[config.mk]
export PLATFORM = sky130hd
export DESIGN_NAME = spi3_reg_slave
export DESIGN_NICKNAME = d
export VERILOG_FILES = /design/src/rtl/spi3_pkg.sv /design/src/rtl/spi3_sync.sv /design/src/rtl/spi3_rx_shift.sv /design/src/rtl/spi3_tx_shift.sv /design/src/rtl/spi3_reg_slave.sv
export SDC_FILE = /design/constraint.sdc
export NUM_CORES = 1
export LEC_CHECK = 0
export CAP_MARGIN = 10
export CORE_ASPECT_RATIO = 0.9
export CORE_UTILIZATION = 55
export CTS_BUF_LIST = sky130_fd_sc_hd__clkbuf_4
export CTS_CLUSTER_DIAMETER = 200
export DETAILED_ROUTE_END_ITERATION = 7
export PLACE_DENSITY = 0.83
export SKIP_CTS_REPAIR_TIMING = 1
export SLEW_MARGIN = 20
export SYNTH_ARGS = -nofsm -noshare
export SYNTH_HDL_FRONTEND = slang
export SYNTH_HIERARCHICAL = 1
export SYNTH_SLANG_ARGS = --single-unit
[constraint.sdc]
create_clock -name clk -period 3.04 [get_ports clk]
set_clock_uncertainty 0.1 [all_clocks]
set_input_delay 0.608 -clock clk [delete_from_list [all_inputs] [get_ports clk]]
set_output_delay 0.608 -clock clk [all_outputs]
set_load 0.02 [all_outputs]
[src/rtl/spi3_pkg.sv]
package spi3_pkg;
   typedef enum logic [1:0] {
      PH_IDLE = 2'd0,
      PH_CMD  = 2'd1,
      PH_DATA = 2'd2,
      PH_SKIP = 2'd3
   } spi3_phase_t;
endpackage

[src/rtl/spi3_sync.sv]
module spi3_sync #(
   parameter int WIDTH  = 3,
   parameter int STAGES = 2
) (
   input  logic             clk,
   input  logic             rst_n,
   input  logic [WIDTH-1:0] d_async,
   output logic [WIDTH-1:0] q
);
   logic [WIDTH-1:0] stage_q [STAGES];

   generate
      if (STAGES < 2) begin : g_bad_stages
         $error("spi3_sync needs at least two stages");
      end
      for (genvar s = 0; s < STAGES; s++) begin : g_stage
         always_ff @(posedge clk or negedge rst_n) begin
            if (!rst_n) stage_q[s] <= '0;
            else if (s == 0) stage_q[s] <= d_async;
            else stage_q[s] <= stage_q[(s == 0) ? 0 : s-1];
         end
      end
   endgenerate

   assign q = stage_q[STAGES-1];
endmodule

[src/rtl/spi3_rx_shift.sv]
module spi3_rx_shift #(
   parameter int BITS = 8
) (
   input  logic            clk,
   input  logic            rst_n,
   input  logic            clear,
   input  logic            shift_en,
   input  logic            din,
   output logic [BITS-1:0] data_o,
   output logic            done
);
   localparam int CNT_W = $clog2(BITS);

   logic [BITS-1:0]  sr_q;
   logic [CNT_W-1:0] cnt_q;

   assign data_o = {sr_q[BITS-2:0], din};
   assign done   = shift_en && (cnt_q == CNT_W'(BITS-1));

   always_ff @(posedge clk or negedge rst_n) begin
      if (!rst_n) begin
         sr_q  <= '0;
         cnt_q <= '0;
      end else if (clear) begin
         sr_q  <= '0;
         cnt_q <= '0;
      end else if (shift_en) begin
         sr_q  <= data_o;
         cnt_q <= done ? '0 : cnt_q + 1'b1;
      end
   end


   cnt_wrap_chk: assert property (@(posedge clk) disable iff (!rst_n)
      done |=> (cnt_q == '0));


   clear_cnt_chk: assert property (@(posedge clk) disable iff (!rst_n)
      clear |=> (cnt_q == '0));
endmodule

[src/rtl/spi3_tx_shift.sv]
module spi3_tx_shift #(
   parameter int BITS = 8
) (
   input  logic            clk,
   input  logic            rst_n,
   input  logic            clear,
   input  logic            load,
   input  logic [BITS-1:0] load_val,
   input  logic            shift_en,
   output logic            bit_o
);
   logic [BITS-1:0] sr_q;
   logic            bit_q;

   always_ff @(posedge clk or negedge rst_n) begin
      if (!rst_n) begin
         sr_q  <= '0;
         bit_q <= 1'b0;
      end else if (clear) begin
         sr_q  <= '0;
         bit_q <= 1'b0;
      end else if (load) begin
         sr_q  <= load_val;
      end else if (shift_en) begin
         bit_q <= sr_q[BITS-1];
         sr_q  <= {sr_q[BITS-2:0], 1'b0};
      end
   end

   assign bit_o = bit_q;


   bit_hold_chk: assert property (@(posedge clk) disable iff (!rst_n)
      (!shift_en && !clear) |=> $stable(bit_q));
endmodule

[src/rtl/spi3_reg_slave.sv]
module spi3_reg_slave
   import spi3_pkg::*;
#(
   parameter int         DATA_W      = 8,
   parameter int         ADDR_W      = 4,
   parameter int         SUB_W       = 3,
   parameter logic [2:0] SUB_ID      = 3'b001,
   parameter int         SYNC_STAGES = 2
) (
   input  logic              clk,
   input  logic              rst_n,
   input  logic              spi_scl,
   input  logic              spi_sdi,
   input  logic              spi_ce,
   output logic              spi_sdo,
   output logic              spi_sdo_oe,
   output logic [ADDR_W-1:0] reg_addr,
   output logic [DATA_W-1:0] reg_wdata,
   output logic              reg_we,
   output logic              reg_re,
   input  logic [DATA_W-1:0] reg_rdata
);
   localparam int CMD_RD_BIT  = DATA_W - 1;
   localparam int CMD_SUB_TOP = DATA_W - 2;

   generate
      if (DATA_W != 1 + SUB_W + ADDR_W) begin : g_bad_cmd
         $error("command byte must hold direction, subaddress and address");
      end
      if (SUB_W != 3) begin : g_bad_sub
         $error("subaddress field is three bits wide");
      end
   endgenerate

   logic [2:0] pins_s;
   logic       ce_s, sdi_s, scl_s, scl_prev_q;
   logic       scl_rise, scl_fall;

   spi3_sync #(.WIDTH(3), .STAGES(SYNC_STAGES)) i_sync (
      .clk     (clk),
      .rst_n   (rst_n),
      .d_async ({spi_ce, spi_sdi, spi_scl}),
      .q       (pins_s)
   );

   assign ce_s  = pins_s[2];
   assign sdi_s = pins_s[1];
   assign scl_s = pins_s[0];

   always_ff @(posedge clk or negedge rst_n) begin
      if (!rst_n) scl_prev_q <= 1'b0;
      else        scl_prev_q <= scl_s;
   end

   assign scl_rise = ce_s && scl_s && !scl_prev_q;
   assign scl_fall = ce_s && !scl_s && scl_prev_q;

   spi3_phase_t       phase_q;
   logic              is_rd_q, fetch_q, we_q;
   logic [ADDR_W-1:0] addr_q;
   logic [DATA_W-1:0] wdata_q;
   logic [DATA_W-1:0] rx_byte;
   logic              rx_done, rx_shift, frame_clr;

   assign frame_clr = !ce_s;
   assign rx_shift  = scl_rise && ((phase_q == PH_CMD) || (phase_q == PH_DATA));

   spi3_rx_shift #(.BITS(DATA_W)) i_rx (
      .clk      (clk),
      .rst_n    (rst_n),
      .clear    (frame_clr),
      .shift_en (rx_shift),
      .din      (sdi_s),
      .data_o   (rx_byte),
      .done     (rx_done)
   );

   always_ff @(posedge clk or negedge rst_n) begin
      if (!rst_n) begin
         phase_q <= PH_IDLE;
         is_rd_q <= 1'b0;
         fetch_q <= 1'b0;
         we_q    <= 1'b0;
         addr_q  <= '0;
         wdata_q <= '0;
      end else begin
         fetch_q <= 1'b0;
         we_q    <= 1'b0;
         if (!ce_s) begin
            phase_q <= PH_IDLE;
            is_rd_q <= 1'b0;
         end else begin
            unique case (phase_q)
               PH_IDLE: phase_q <= PH_CMD;
               PH_CMD: begin
                  if (rx_done) begin
                     if (rx_byte[CMD_SUB_TOP -: SUB_W] == SUB_ID) begin
                        phase_q <= PH_DATA;
                        is_rd_q <= rx_byte[CMD_RD_BIT];
                        fetch_q <= rx_byte[CMD_RD_BIT];
                        addr_q  <= rx_byte[ADDR_W-1:0];
                     end else begin
                        phase_q <= PH_SKIP;
                     end
                  end
               end
               PH_DATA: begin
                  if (rx_done) begin
                     if (is_rd_q) begin
                        addr_q  <= addr_q + 1'b1;
                        fetch_q <= 1'b1;
                     end else begin
                        we_q    <= 1'b1;
                        wdata_q <= rx_byte;
                     end
                  end
                  if (we_q) addr_q <= addr_q + 1'b1;
               end
               default: phase_q <= PH_SKIP;
            endcase
         end
      end
   end

   logic tx_bit, tx_shift;

   assign tx_shift = scl_fall && (phase_q == PH_DATA) && is_rd_q;

   spi3_tx_shift #(.BITS(DATA_W)) i_tx (
      .clk      (clk),
      .rst_n    (rst_n),
      .clear    (frame_clr),
      .load     (fetch_q),
      .load_val (reg_rdata),
      .shift_en (tx_shift),
      .bit_o    (tx_bit)
   );

   assign spi_sdo_oe = ce_s && (phase_q == PH_DATA) && is_rd_q;
   assign spi_sdo    = spi_sdo_oe && tx_bit;
   assign reg_addr   = addr_q;
   assign reg_wdata  = wdata_q;
   assign reg_we     = we_q;
   assign reg_re     = fetch_q;


   we_pulse_chk: assert property (@(posedge clk) disable iff (!rst_n)
      reg_we |=> !reg_we);


   re_pulse_chk: assert property (@(posedge clk) disable iff (!rst_n)
      reg_re |=> !reg_re);


   strobe_excl_chk: assert property (@(posedge clk) disable iff (!rst_n)
      !(reg_we && reg_re));


   ce_abort_chk: assert property (@(posedge clk) disable iff (!rst_n)
      !ce_s |=> (phase_q == PH_IDLE) && !spi_sdo_oe);


   skip_quiet_chk: assert property (@(posedge clk) disable iff (!rst_n)
      (phase_q == PH_SKIP) |-> (!reg_we && !spi_sdo_oe));


   sdo_edge_chk: assert property (@(posedge clk) disable iff (!rst_n)
      ($past(spi_sdo_oe) && spi_sdo_oe && !$past(scl_fall)) |-> $stable(spi_sdo));


   addr_step_chk: assert property (@(posedge clk) disable iff (!rst_n)
      (reg_we && ce_s && (phase_q == PH_DATA)) |=> (reg_addr == $past(reg_addr) + 1'b1));
endmodule

==> run metrics, run 1 <==
wire length per cell=14.92 um; register cell area after layout=1076 um^2; Post-Route WL=3.820 mm; post-synthesis sequential area ratio=0.5257; Worst setup EP type=output pin; fillers=264; Tot Pwr=1.215 mW; Routed Antenna Nets=0; gr ovfl total=0; port bufs=28; area grow syn2layout=15.59%; Non-Filler Instances=256; final core occ=0.6851; slew margin rel.=0.3964; GRT Util Overall=0.2206; commonest non-fill, non-tap cell in the layout=dfrtp_1; Via density=5.672; vias in the first global route=1506; status=finished clean; CTS root buffer=clkbuf_4; drt pass-1 iters=7; Tmin final=2904 ps; Skew-Pair Late Insertion Delay=360 ps; pwr/cell area=513.6 nW/um^2; Mapped Cells=186; FP Rows=20; placed cell areas=2306 um^2; first-pass GRT wire length=6.437 mm; critical path fanouts, max=14; Worst EP arrival=2200 ps; CTS Buf Count=5; Die Wd=66.31 um; actual slew at the worst max-slew pin=905.4 ps; clock slew at reported path FFs=120 ps; I/O pins=29; final setup margin=136.3 ps; CP startpoint=phase_q[0]; R2R Path End=reg_addr[2]; Netlist Area Pre-Place=2047 um^2; fmax=0.3444 GHz; most frequent cells in the layout=dfrtp_1 (43), clkdlybuf4s50_1 (27), nand2_1 (26); largest net degree at the start of global routing=44; Crit path required time=2330 ps; Sum Neg Setup Slack=0 ps; Synth Warn #=6; Setup CP Type=reg -> out; Die Ht=59.88 um; Post-Syn Nets=205; 1st-iter DRT viols=82; share of layout cells above drive strength 1=0.1132; Hold WS=257.3 ps; initial antenna violation count=0; area of the multi-input gates=864.6 um^2; CTS Sinks=43; Synth area leaders=dfrtp_1 (53%), mux2i_1 (9.8%), mux2_4 (5.1%); fraction of registers with async set or reset after synthesis=1.000; Hold Vio Cnt, Final=0; Nets=230; Initial Util=0.5928; dominant synthesized flop cell=dfrtp_1; post-synth cell types=39; htree depth=2; R2R depth=9; Avg Inst Size Synth=11.01 um^2; final worst-path cycle share=0.9551; unrepaired setup endpoints after global routing=false; Longest Clk Path Bufs=2; CTS tree=done; core outline area=3453 um^2; DRC violations left=0; DP Wirelength=2.786 mm; CP Launch Type=flip-flop; die area=3970 um^2; RR Startpoint=phase_q[0]; Yosys top cell by area=dfrtp_1; max-cap violations=0; Leakage Power=1.097 nW; Placed Cells=248; Final Wtd Congestion=0.8551; Min-Delay Path Class=in -> async; ANT cells=0; Post-synth EDFFs=0; Synth top area share=0.5257; Design Area, Final=2366 um^2; Setup Viol. Count Final=0; FF+latch count, synth=43; pre-CTS WS=420.3 ps; final max-slew violation count=0; worst vdd ir=0.0002628 V; r2r setup slk=580 ps; vias=1452
## routing by layer
| layer | track usage | wire (um) |
|---|---|---|
| met1 | 0.2572 | 1676 |
| met2 | 0.3732 | 1856 |
| met3 | 0.04962 | 187 |
| met4 | 0.1337 | 100 |
| met5 | 0 | 0 |
## worst max-delay path by stage
| stage | slack (ps) | cells after the start | to |
|---|---|---|---|
| after floorplan | 770 | 9 | i_tx/sr_q[1] |
| after global placement | 500 | 5 | spi_sdo |
| after detailed placement | 420 | 5 | spi_sdo |
| after CTS | -6 | 5 | spi_sdo |
| after global routing | 60 | 5 | spi_sdo |
| final | 140 | 5 | spi_sdo |
## power by group
group          switching [mW]  internal (mW)
combinational           0.175          0.127
sequential             0.0358          0.606
clock                   0.183         0.0887
## registers in the layout (all words and copies together), names as in the netlist
name,flops
phase_q,2
i_rx/cnt_q,3
i_sync/stage_q,3
i_tx/sr_q,8
i_sync/q,3
reg_re,1
reg_addr,4
reg_wdata,8
i_tx/bit_o,1
reg_we,1
i_rx/sr_q,7
is_rd_q,1
scl_prev_q,1
## critical path: stages, from the launching register on
cell and delay, ps:
dfrtp_1 430, inv_1 110, ha_2 340, and3_1 240, and2_1 130, clkdlybuf4s50_1 590
## Yosys cell counts, types with 2 or more instances
master,instances
o21ai_0,3
inv_1,7
nor2_1,21
nand2_1,26
o2111ai_1,2
or3_1,2
nand3_1,5
mux2i_1,20
buf_4,6
dfrtp_1,43
nand4_1,2
nor2b_1,2
a21oi_1,4
and3_1,4
nor2b_2,2
mux2_4,7
ha_1,6
buf_6,2
clkbuf_1,2
## cell type report
| type | instances | share of cell area |
|---|---|---|
| Timing Repair Buffer | 29 | 0.1195 |
| Clock inverter | 3 | 0.008461 |
| Inverter | 8 | 0.01269 |
| Clock buffer | 5 | 0.01586 |
| Sequential cell | 43 | 0.4548 |
| Tap cell | 44 | 0.02327 |
| Multi-Input combinational cell | 124 | 0.3654 |
## logic make-up (layout without fill, tap and decap cells)
logic type,Yosys count,count (layout),synth area share
fa+ha+maj,6,6,0.03667
mux,27,27,0.1491
buf+inv,19,45,0.05318
simple gates,75,75,0.1822
compound gates,16,16,0.05318
flops,43,43,0.5257
No activity file was read; power rests on OpenSTA's default activity.
==> inputs of run 2 (changes only) <==
--- a/config.mk
+++ b/config.mk
@@ -7,11 +7,10 @@
 export LEC_CHECK = 0
 export CAP_MARGIN = 10
 export CORE_ASPECT_RATIO = 0.9
-export CORE_UTILIZATION = 55
-export CTS_BUF_LIST = sky130_fd_sc_hd__clkbuf_4
+export CORE_UTILIZATION = 54
 export CTS_CLUSTER_DIAMETER = 200
 export DETAILED_ROUTE_END_ITERATION = 7
-export PLACE_DENSITY = 0.83
+export PLACE_DENSITY = 0.82
 export SKIP_CTS_REPAIR_TIMING = 1
 export SLEW_MARGIN = 20
 export SYNTH_ARGS = -nofsm -noshare
==> run metrics, run 2 (synthesis gave the netlist of run 1 again) <==
ANT cells=0 (unchanged); drt pass-1 iters=4 (-3); fmax=0.3377 GHz (-1.9%); GRT Util Overall=0.2304 (+0.009858); port bufs=28 (unchanged); hold path cells=0; initial antenna violation count=0 (unchanged); wire length per cell=15.27 um (+2.4%); r2r setup slk=480 ps (-100 ps); I/O pins=29 (unchanged); Routed Antenna Nets=0 (unchanged); Die Ht=60.41 um (+0.89%); final max-slew violation count=0 (unchanged); FP Rows=20 (unchanged); R2R depth=7 (-2); CTS Buf Count=5 (unchanged); final worst-path cycle share=0.9740 (+0.01882); clock slew at reported path FFs=80 ps (-40 ps); Leakage Power=1.131 nW (+3.1%); commonest non-fill, non-tap cell in the layout=dfrtp_1; largest net degree at the start of global routing=44 (unchanged); gr ovfl total=0 (unchanged); 1st-iter DRT viols=73 (-11%); DRC violations left=0 (unchanged); Nets=230 (unchanged); Final Wtd Congestion=0.7731 (-9.6%); Hold Vio Cnt, Final=0 (unchanged); htree depth=2 (unchanged); actual slew at the worst max-slew pin=899.2 ps (-6.201 ps); max-cap violations=0 (unchanged); register cell area after layout=1076 um^2 (unchanged); unrepaired setup endpoints after global routing=false; Worst setup EP type=output pin; critical path fanouts, max=14 (unchanged); Worst EP arrival=2250 ps (+50 ps); most frequent cells in the layout=dfrtp_1 (43), clkdlybuf4s50_1 (27), nand2_1 (26); Sum Neg Setup Slack=0 ps (unchanged); area grow syn2layout=18.40%; worst vdd ir=0.0004388 V (+67%); share of layout cells above drive strength 1=0.1132 (unchanged); Post-Route WL=3.910 mm (+2.4%); Tot Pwr=1.395 mW (+15%); Longest Clk Path Bufs=2 (unchanged); DP Wirelength=2.822 mm (+1.3%); fillers=263 (-0.38%); Initial Util=0.5843 (-0.008468); area of the multi-input gates=862.1 um^2 (-0.29%); Skew-Pair Late Insertion Delay=290 ps (-70 ps); CTS root buffer=clkbuf_8; first-pass GRT wire length=6.817 mm (+5.9%); CP Launch Type=flip-flop; CTS Sinks=43 (unchanged); vias=1448 (-0.28%); Crit path required time=2330 ps (about the same); Die Wd=66.90 um (+0.90%); vias in the first global route=1490 (-1.1%); status=finished clean; Min-Delay Path Class=reg -> reg; Setup Viol. Count Final=0 (unchanged); die area=4041 um^2 (+1.8%); CTS tree=done; Tmin final=2961 ps (+57.22 ps); Via density=5.656 (-0.28%); core outline area=3503 um^2 (+1.4%); slew margin rel.=0.4006 (+0.004134); pwr/cell area=575.8 nW/um^2 (+12%); Setup CP Type=reg -> out
run 2: changes by cell type in the layout (fill, tap and decap cells not counted):
cell        before  now
clkinv_4         1    0
clkinv_2         0    1
clkinvlp_4       1    0
clkbuf_8         0    6
clkinv_1         1    0
bufinv_16        0    1
clkbuf_4         5    0
ha_1             5    6
ha_2             1    0
run 2: worst max-delay path, cell delays in order, from the launching register on:
cell	delay (ps)
dfrtp_1	410
inv_1	100
ha_1	450
and3_1	270
and2_1	130
clkdlybuf4s50_1	590
run 2: per-stage QoR:
stage	worst slack [ps]	cell area, um^2	utilization	hold slack [ps]	cells
floorplan	767.3	2047	-	212.4	186
global placement	491.1	2306	0.6582	232.6	248
detailed placement	435.4	2306	0.6582	237.1	248
CTS	108.8	2424	0.6918	255.2	256
global route	0.7023	2424	0.6918	261.3	256
finish	79.13	2424	0.6918	253.0	256
run 2: area by class of cell:
cell class	instances	share of cell area
inverters	8	0.01239
clock inverters	2	0.01446
clock buffers	6	0.03407
well taps	44	0.02272
flip-flops and latches	43	0.4440
multi-input cells	124	0.3557
repair buffers	29	0.1167
run 2: final timing paths:
check	from	end
worst min-delay path	i_sync/stage_q[4]	i_sync/q[1]
worst min register to register	i_sync/stage_q[4]	i_sync/q[1]
worst max-delay path	phase_q[0]	spi_sdo
worst max register to register	phase_q[0]	i_tx/sr_q[7]
max in group asynchronous	rst_n	reg_we
min in group asynchronous	rst_n	i_tx/sr_q[0]
run 2: routing by layer:
layer	wire, um	share of wire	GRT usage
met5	0	0	0
met4	60	0.015	0.09726
met3	182	0.047	0.05451
met2	1956	0.50	0.3911
met1	1711	0.44	0.2857
run 2: where the power goes:
part / switching (mW) / internal [mW] / leakage [nW]
logic: 0.176 / 0.126 / 0.491
clock network: 0.187 / 0.266 / 0.0612
registers: 0.0347 / 0.606 / 0.579
==> inputs of run 3 (changes only) <==
--- a/config.mk
+++ b/config.mk
@@ -17,3 +17,4 @@
 export SYNTH_HDL_FRONTEND = slang
 export SYNTH_HIERARCHICAL = 1
 export SYNTH_SLANG_ARGS = --single-unit
+export TNS_END_PERCENT = 10
==> constraint.sdc (replaced) <==
create_clock -name clk -period 3.04 [get_ports clk]
set_clock_uncertainty 0.1 [all_clocks]
set_input_delay 0.304 -clock clk [delete_from_list [all_inputs] [get_ports clk]]
set_output_delay 0.304 -clock clk [all_outputs]
set_load 0.02 [all_outputs]
==> run metrics, run 3 (synthesis gave the netlist of run 1 again) <==
gr ovfl total=0 (unchanged); Non-Filler Instances=256 (unchanged); Tot Pwr=1.291 mW (-7.5%); vias=1462 (+0.97%); register cell area after layout=1076 um^2 (unchanged); Worst EP arrival=2260 ps (about the same); share of layout cells above drive strength 1=0.1085 (-0.004717); clock slew at reported path FFs=80 ps (about the same); FP Rows=20 (unchanged); CP startpoint=phase_q[0]; initial antenna violation count=0 (unchanged); area grow syn2layout=16.81%; Crit path required time=2640 ps (+310 ps); Post-Route WL=3.827 mm (-2.1%); placed cell areas=2306 um^2 (unchanged); area of the multi-input gates=862.1 um^2 (unchanged); core outline area=3503 um^2 (unchanged); Min-Delay Path Class=in -> async; critical path fanouts, max=14 (unchanged); Routed Antenna Nets=0 (unchanged); CTS Buf Count=5 (unchanged); port bufs=28 (unchanged); met3 wire len=161 um (-12%); unrepaired setup endpoints after global routing=false; max-cap violations=0 (unchanged); final max-slew violation count=0 (unchanged); Worst setup EP type=output pin; CTS tree=done; 1st-iter DRT viols=92 (+26%); vias in the first global route=1437 (-3.6%); met1 wire length=1.745 mm (+2.0%); largest net degree at the start of global routing=44 (unchanged); Initial Util=0.5843 (unchanged); status=finished clean; Hold Vio Cnt, Final=0 (unchanged); Die Ht=60.41 um (unchanged); first-pass GRT wire length=6.320 mm (-7.3%); slew margin rel.=0.3937 (-0.006888); Design Area, Final=2391 um^2 (-1.3%); Sum Neg Setup Slack=0 ps (unchanged); top layer in use=met4; CTS root buffer=clkbuf_8; Placed Cells=248 (unchanged); ANT cells=0 (unchanged); Final Wtd Congestion=0.8202 (+6.1%); pwr/cell area=539.9 nW/um^2 (-6.2%); CTS Sinks=43 (unchanged); Longest Clk Path Bufs=2 (unchanged); actual slew at the worst max-slew pin=909.5 ps (+10.33 ps); fillers=259 (-1.5%); final worst-path cycle share=0.8768 (-0.09721); wire length per cell=14.95 um (-2.1%); Die Wd=66.90 um (unchanged); DRC violations left=0 (unchanged); GRT Util Overall=0.2143 (-0.01611); RR Startpoint=phase_q[0]; fmax=0.3752 GHz (+11%); Nets=230 (unchanged); htree depth=2 (unchanged); Leakage Power=1.111 nW (-1.8%); met2 wire len=1.880 mm (-3.9%); Via density=5.711 (+0.97%); Tmin final=2665 ps (-295.5 ps); Setup Viol. Count Final=0 (unchanged); I/O pins=29 (unchanged); Skew-Pair Late Insertion Delay=290 ps (about the same); Setup CP Type=reg -> out; CP Launch Type=flip-flop; most frequent cells in the layout=dfrtp_1 (43), clkdlybuf4s50_1 (27), nand2_1 (26); commonest non-fill, non-tap cell in the layout=dfrtp_1; die area=4041 um^2 (unchanged); DP Wirelength=2.765 mm (-2.0%); drt pass-1 iters=5 (+1); worst vdd ir=0.0002916 V (-34%)
run 3: cell types whose count changed in the layout (fill, tap and decap cells not counted):
cell	delta
bufinv_16	-1
clkbuf_1	+1
clkinvlp_4	+1
clkbuf_8	-1
run 3: layout make-up:
type / instances / area share
clock inverter: 2 / 0.005233
tap: 44 / 0.02302
multi-input combinational: 124 / 0.3605
clock buffer: 6 / 0.03035
sequential: 43 / 0.4500
timing repair buffer: 29 / 0.1183
inverter: 8 / 0.01256
run 3: worst max-delay path: stages (launching register included):
cell and delay, ps:
dfrtp_1 400, inv_1 90, ha_1 450, and3_1 270, and2_1 150, clkdlybuf4s50_1 610
run 3: path summary, 6_finish.rpt:
kind                           endpoint  slack, ps  cells after the start
setup / recovery                spi_sdo        370                      5
min in group clk            i_sync/q[2]        250                      0
hold / removal             i_tx/sr_q[2]         30                      1
hold reg to reg             i_sync/q[2]        250                      0
setup reg to reg           i_tx/sr_q[5]        490                      7
max in group asynchronous  i_rx/sr_q[6]       2230                      1
run 3: routing by layer:
layer | track usage | vias up
met4 | 0.08207 | 0
met5 | 0 | -
li1 | - | 684
met3 | 0.04699 | 7
met1 | 0.2885 | 728
met2 | 0.3434 | 43
run 3: through the flow:
stage,utilization,setup slack [ps],hold slack (ps)
after global routing,0.6825,311.4,129.5
after CTS,0.6825,380.3,76.00
after global placement,0.6582,715.2,232.6
final,0.6825,374.7,30.01
after floorplan,-,767.3,-91.59
after detailed placement,0.6582,551.8,239.5
run 3: power by group:
group          switching (mW)  internal, mW  total, mW  leakage [nW]
Clock                   0.188         0.161      0.349        0.0412
Combinational           0.176         0.127      0.303         0.491
Sequential             0.0334         0.606      0.639         0.579
